## config.mk

```make
export PLATFORM = sky130hd
export DESIGN_NAME = mxcell_top
export DESIGN_NICKNAME = d
export VERILOG_FILES = /design/src/rtl/mxcell_pkg.sv /design/src/rtl/mxcell_rst_sync.sv /design/src/rtl/mxcell_cfg_reg.sv /design/src/rtl/mxcell_leg_src.sv /design/src/rtl/mxcell_mux_tree.sv /design/src/rtl/mxcell_top.sv
export SDC_FILE = /design/constraint.sdc
export NUM_CORES = 1
export LEC_CHECK = 0
export BUFFER_PORTS_ARGS = -buffer_cell sky130_fd_sc_hd__buf_2
export CAP_MARGIN = 15
export CORE_MARGIN = 3
export CORE_UTILIZATION = 53
export DETAILED_ROUTE_END_ITERATION = 8
export PLACE_DENSITY = 0.89
export SETUP_SLACK_MARGIN = 0.05
export SLEW_MARGIN = 5
export SYNTH_ARGS = -nofsm -noshare
export SYNTH_HDL_FRONTEND = slang
export SYNTH_SLANG_ARGS = --single-unit
```

## constraint.sdc

```tcl
create_clock -name clk -period 2.35 [get_ports clk]
set_input_delay 0.1175 -clock clk [delete_from_list [all_inputs] [get_ports clk]]
set_output_delay 0.1175 -clock clk [all_outputs]
set_load 0.05 [all_outputs]
```

## src/rtl/mxcell_pkg.sv

```systemverilog
package mxcell_pkg;
  localparam int LEG_CODE_W = 2;

  typedef enum logic [LEG_CODE_W-1:0] {
    LEG_ZERO = 2'b00,
    LEG_ONE  = 2'b01,
    LEG_DATA = 2'b10,
    LEG_INV  = 2'b11
  } leg_code_e;
endpackage

```

## src/rtl/mxcell_rst_sync.sv

```systemverilog
module mxcell_rst_sync (
  input  logic clk,
  input  logic rst_n,
  output logic rst_sync_n
);
  logic stage_q;
  logic stage_d;
  logic out_d;

  always_comb begin
    stage_d = 1'b1;
    out_d   = stage_q;
  end

  always_ff @(posedge clk or negedge rst_n) begin
    if (!rst_n) begin
      stage_q    <= 1'b0;
      rst_sync_n <= 1'b0;
    end else begin
      stage_q    <= stage_d;
      rst_sync_n <= out_d;
    end
  end
endmodule

```

## src/rtl/mxcell_cfg_reg.sv

```systemverilog
module mxcell_cfg_reg #(
  parameter int CFG_W = 16
) (
  input  logic             clk,
  input  logic             rst_sync_n,
  input  logic             wr_en,
  input  logic [CFG_W-1:0] wr_data,
  output logic [CFG_W-1:0] cfg_q
);
  logic [CFG_W-1:0] cfg_d;

  always_comb begin
    cfg_d = cfg_q;
    if (wr_en) begin
      cfg_d = wr_data;
    end
  end

  always_ff @(posedge clk or negedge rst_sync_n) begin
    if (!rst_sync_n) begin
      cfg_q <= '0;
    end else begin
      cfg_q <= cfg_d;
    end
  end
endmodule

```

## src/rtl/mxcell_leg_src.sv

```systemverilog
module mxcell_leg_src
  import mxcell_pkg::*;
(
  input  logic [LEG_CODE_W-1:0] code,
  input  logic                  data_bit,
  output logic                  leg_val
);
  always_comb begin
    case (leg_code_e'(code))
      LEG_ZERO: leg_val = 1'b0;
      LEG_ONE:  leg_val = 1'b1;
      LEG_DATA: leg_val = data_bit;
      LEG_INV:  leg_val = ~data_bit;
      default:  leg_val = 1'b0;
    endcase
  end
endmodule

```

## src/rtl/mxcell_mux_tree.sv

```systemverilog
module mxcell_mux_tree #(
  parameter int SEL_W = 3,
  localparam int LEGS = 1 << SEL_W
) (
  input  logic [LEGS-1:0]  legs,
  input  logic [SEL_W-1:0] sel,
  output logic             y
);
  // stage[l] holds LEGS>>l live nodes; level l picks by sel[l]
  logic [SEL_W:0][LEGS-1:0] stage;

  assign stage[0] = legs;

  for (genvar l = 0; l < SEL_W; l++) begin : g_lvl
    localparam int NODES = LEGS >> (l + 1);
    for (genvar i = 0; i < LEGS; i++) begin : g_node
      if (i < NODES) begin : g_live
        assign stage[l+1][i] = sel[l] ? stage[l][2*i+1] : stage[l][2*i];
      end else begin : g_pad
        assign stage[l+1][i] = 1'b0;
      end
    end
  end

  assign y = stage[SEL_W][0];
endmodule

```

## src/rtl/mxcell_top.sv

```systemverilog
module mxcell_top
  import mxcell_pkg::*;
#(
  parameter int NVARS = 4,
  localparam int SEL_W = NVARS - 1,
  localparam int LEGS  = 1 << SEL_W,
  localparam int CFG_W = LEG_CODE_W * LEGS
) (
  input  logic             clk,
  input  logic             rst_n,
  input  logic             cfg_we,
  input  logic [CFG_W-1:0] cfg_wdata,
  input  logic [NVARS-1:0] vars_in,
  input  logic             en,
  output logic             f_out
);
  logic             rst_sync_n;
  logic [CFG_W-1:0] cfg_q;
  logic [LEGS-1:0]  leg_val;
  logic             tree_y;

  mxcell_rst_sync u_rst (
    .clk        (clk),
    .rst_n      (rst_n),
    .rst_sync_n (rst_sync_n)
  );

  mxcell_cfg_reg #(.CFG_W(CFG_W)) u_cfg (
    .clk        (clk),
    .rst_sync_n (rst_sync_n),
    .wr_en      (cfg_we),
    .wr_data    (cfg_wdata),
    .cfg_q      (cfg_q)
  );

  for (genvar k = 0; k < LEGS; k++) begin : g_leg
    mxcell_leg_src u_src (
      .code     (cfg_q[LEG_CODE_W*k +: LEG_CODE_W]),
      .data_bit (vars_in[0]),
      .leg_val  (leg_val[k])
    );
  end

  mxcell_mux_tree #(.SEL_W(SEL_W)) u_tree (
    .legs (leg_val),
    .sel  (vars_in[NVARS-1:1]),
    .y    (tree_y)
  );

  assign f_out = en & tree_y;
endmodule

```

==> metrics.cfg <==
[power_and_ir_drop]
p_leak_nw=0.482
peakVddDrop_mv=0.369
total_power_w=0.000657
power.density_nw_per_um2=632

[place]
dp_hpwl_um=1200
port_buffers=24
placed_cell_area_um2=993
place.gp.congestion=0.811
dp_slack_ns=0.785

[clock_network]
clkTransAtPathRegs_ns=0.10
cts.sinks=18
ctsRootBufferMaster=clkbuf_4
ctsResizeCount=0
cts_tree=done
htreeDepth=1
clkLatencyLatePin_ns=0.29
cts_buffers=3
cts_buffer_depth=2

[grt]
overflow=0
met1_usage_pct=20.6
grt_pass1_vias=557
antenna_found_initial=0
grtUsageMet3_pct=2.30
grtUsageMet2_pct=23.0
grt-busiest-layer=met2
grt_usage_pct=15.6
grt_max_degree=17
grt_pass1_wl_um=2370

[yosys]
ys_top_cells_by_area=dfrtp_1 51%, mux2_2 23%, and4bb_2 2.8%
synth_seq_cells=18
synth_edf_count=0
synth_area_um2=885
syn_area_per_cell_um2=12.8
synthDistinctLibCells=25
syn_nets=93
yosysSeqAreaShare_pct=50.9
synth_top_cell_by_area=dfrtp_1
async_reset_ff_share_pct=100
synth.top_cell.area_share_pct=50.9
synthFlopType=dfrtp_1
yosys_warnings=0
syn_inst=69

[run]
cap_violations=0

[sta]
fmax_ghz=0.537
hold_viol=0
maxSlewHeadroom_pct=57.9
period_minus_slack_ns=1.86
grt_setup_unrepaired=false
slew_viol_final=0
finalSetupViolations=0
fin_setup_tns_ns=0
fin_ws_ns=0.489
finalCritPeriodShare_pct=79.2
skew_ns=0.00133
tightest_slew_ns=0.631

[layout]
final_util_pct=67.5
area_delta_synth_final_pct=17.5
fillers=129
num_antenna_cells=0
fin_nets=119
drive_above_1_share_pct=54.3
design_area_um2=1040

[critical_path]
r2r-end=u_cfg.cfg_q[14]
critPathMaxFanout=3
slowest_stage=or4_1
cp_cell_sequence=and4b_1, or4_1, o21ai_1, a311oi_1, buf_2
r2r-start=u_cfg.cfg_q[14]
crit_path_start_kind=flop
critPathKind=flop to output port
end_kind=output port
r2r_slack_ns=1.56
critPathMaxStageDelay_ns=0.45
cp.required_ns=2.23
worstRegToRegCells=1
arrival_ns=1.74

[hold_path]
hold_depth=2
min_delay_worst_endpoint=u_cfg.cfg_q[1]
hold_class=primary input to flop
worstHoldStart=cfg_wdata[1]

[floorplanning]
die_area_um2=2200
die_w_um=46.9
ioPinCount=25
coreArea_um2=1540
rows=14
start_util_pct=57.4
die_h_um=46.9

[routing]
via_per_inst=5.63
wl_per_cell_um=14.0
drt_pass1_iterations=4
drc=0
vias=619
wl_um=1540
ant_nets=0
first_iter_violations=6

[run_status]
status=finished clean

[cell usage in the layout, fill, tap and decap left out, types with 2 or more instances in the layout]
master	count
buf_2	24
mux2_2	18
dfrtp_1	18
nand2_1	4
a21oi_1	3
clkbuf_4	3
mux2i_1	2
nand3_1	2
o21ai_0	2
and4bb_2	2
[Yosys cell counts (all sizes together), types with 2 or more instances]
| cell type | number |
|---|---|
| o21ai | 3 |
| mux2i | 2 |
| nand3 | 2 |
| nand2 | 4 |
| mux2 | 18 |
| buf | 3 |
| dfrtp | 18 |
| a21oi | 3 |
| and4bb | 2 |
[registers in the layout (all words and copies together) (netlist names)]
| signal | cells |
|---|---|
| u_rst.rst_sync_n | 1 |
| u_cfg.cfg_q | 16 |
| u_rst.out_d | 1 |
[kinds of logic after synthesis]
| group | synth area share, % |
|---|---|
| xor gates and xnor gates | 1.98 |
| AOI/OAI and AO/OA | 7.64 |
| DFF | 50.9 |
| buffers and inverters | 3.96 |
| muxes | 25.2 |
| other | 0.424 |
| and+or+nand+nor | 9.90 |
[report_power, final]
group	leakage [nW]	switching, W	total, W	internal [W]
Sequential	0.210	0.0000234	0.000362	0.000339
Combinational	0.250	0.0000442	0.000107	0.0000627
Clock	0.0210	0.0000936	0.000188	0.0000945
Total	0.482	0.000161	0.000657	0.000496
[final cells by class]
| class | instances | area (um^2) | area share [%] |
|---|---|---|---|
| Multi-Input combinational cell | 46 | 399 | 38.4 |
| Sequential cell | 18 | 450 | 43.3 |
| Clock buffer | 4 | 36.3 | 3.49 |
| Inverter | 1 | 3.75 | 0.361 |
| Tap cell | 16 | 20.0 | 1.93 |
| Timing Repair Buffer | 25 | 130 | 12.5 |
[how the worst max path moves through the flow]
stage,start,slack [ns],cells past startpoint,end
3_3_place_gp,vars_in[1],0.82,6,f_out
4_1_cts,u_cfg.cfg_q[3],0.48,5,f_out
2_1_floorplan,u_cfg.cfg_q[4],0.17,3,f_out
5_1_grt,u_cfg.cfg_q[3],0.39,5,f_out
3_5_place_dp,vars_in[1],0.78,6,f_out
6_report,u_cfg.cfg_q[3],0.49,5,f_out
[per-stage QoR]
| step | std cells | hold slack, ns |
|---|---|---|
| after floorplan | 69 | -0.178 |
| after CTS | 110 | 0.0382 |
| after global routing | 110 | 0.0385 |
| after detailed placement | 105 | -0.0970 |
| final | 110 | 0.0465 |
| after global placement | 105 | -0.0970 |
[timing repair]
| item | 4_1_cts | 5_1_grt |
|---|---|---|
| setup buffers | 0 | 0 |
| hold buffers | 1 | 0 |
| setup endpoints to repair | 0 | 0 |
| endpoints found under the hold margin | 2 | 0 |
[worst max-delay path: cells and delay by family (launching register included)]
family                 cells  cell delay [ns]
DFF                        1             0.40
buffers and inverters      1             0.23
and+or+nand+nor            2             0.62
AOI/OAI and AO/OA          2             0.21
[metal layers]
layer  routed length, um  up-vias
met5                   0        -
li1                    -      301
met2                 750       16
met1                 653      297
met4                  44        0
met3                  88        5
Note: power is estimated with default switching activity, not from simulation.
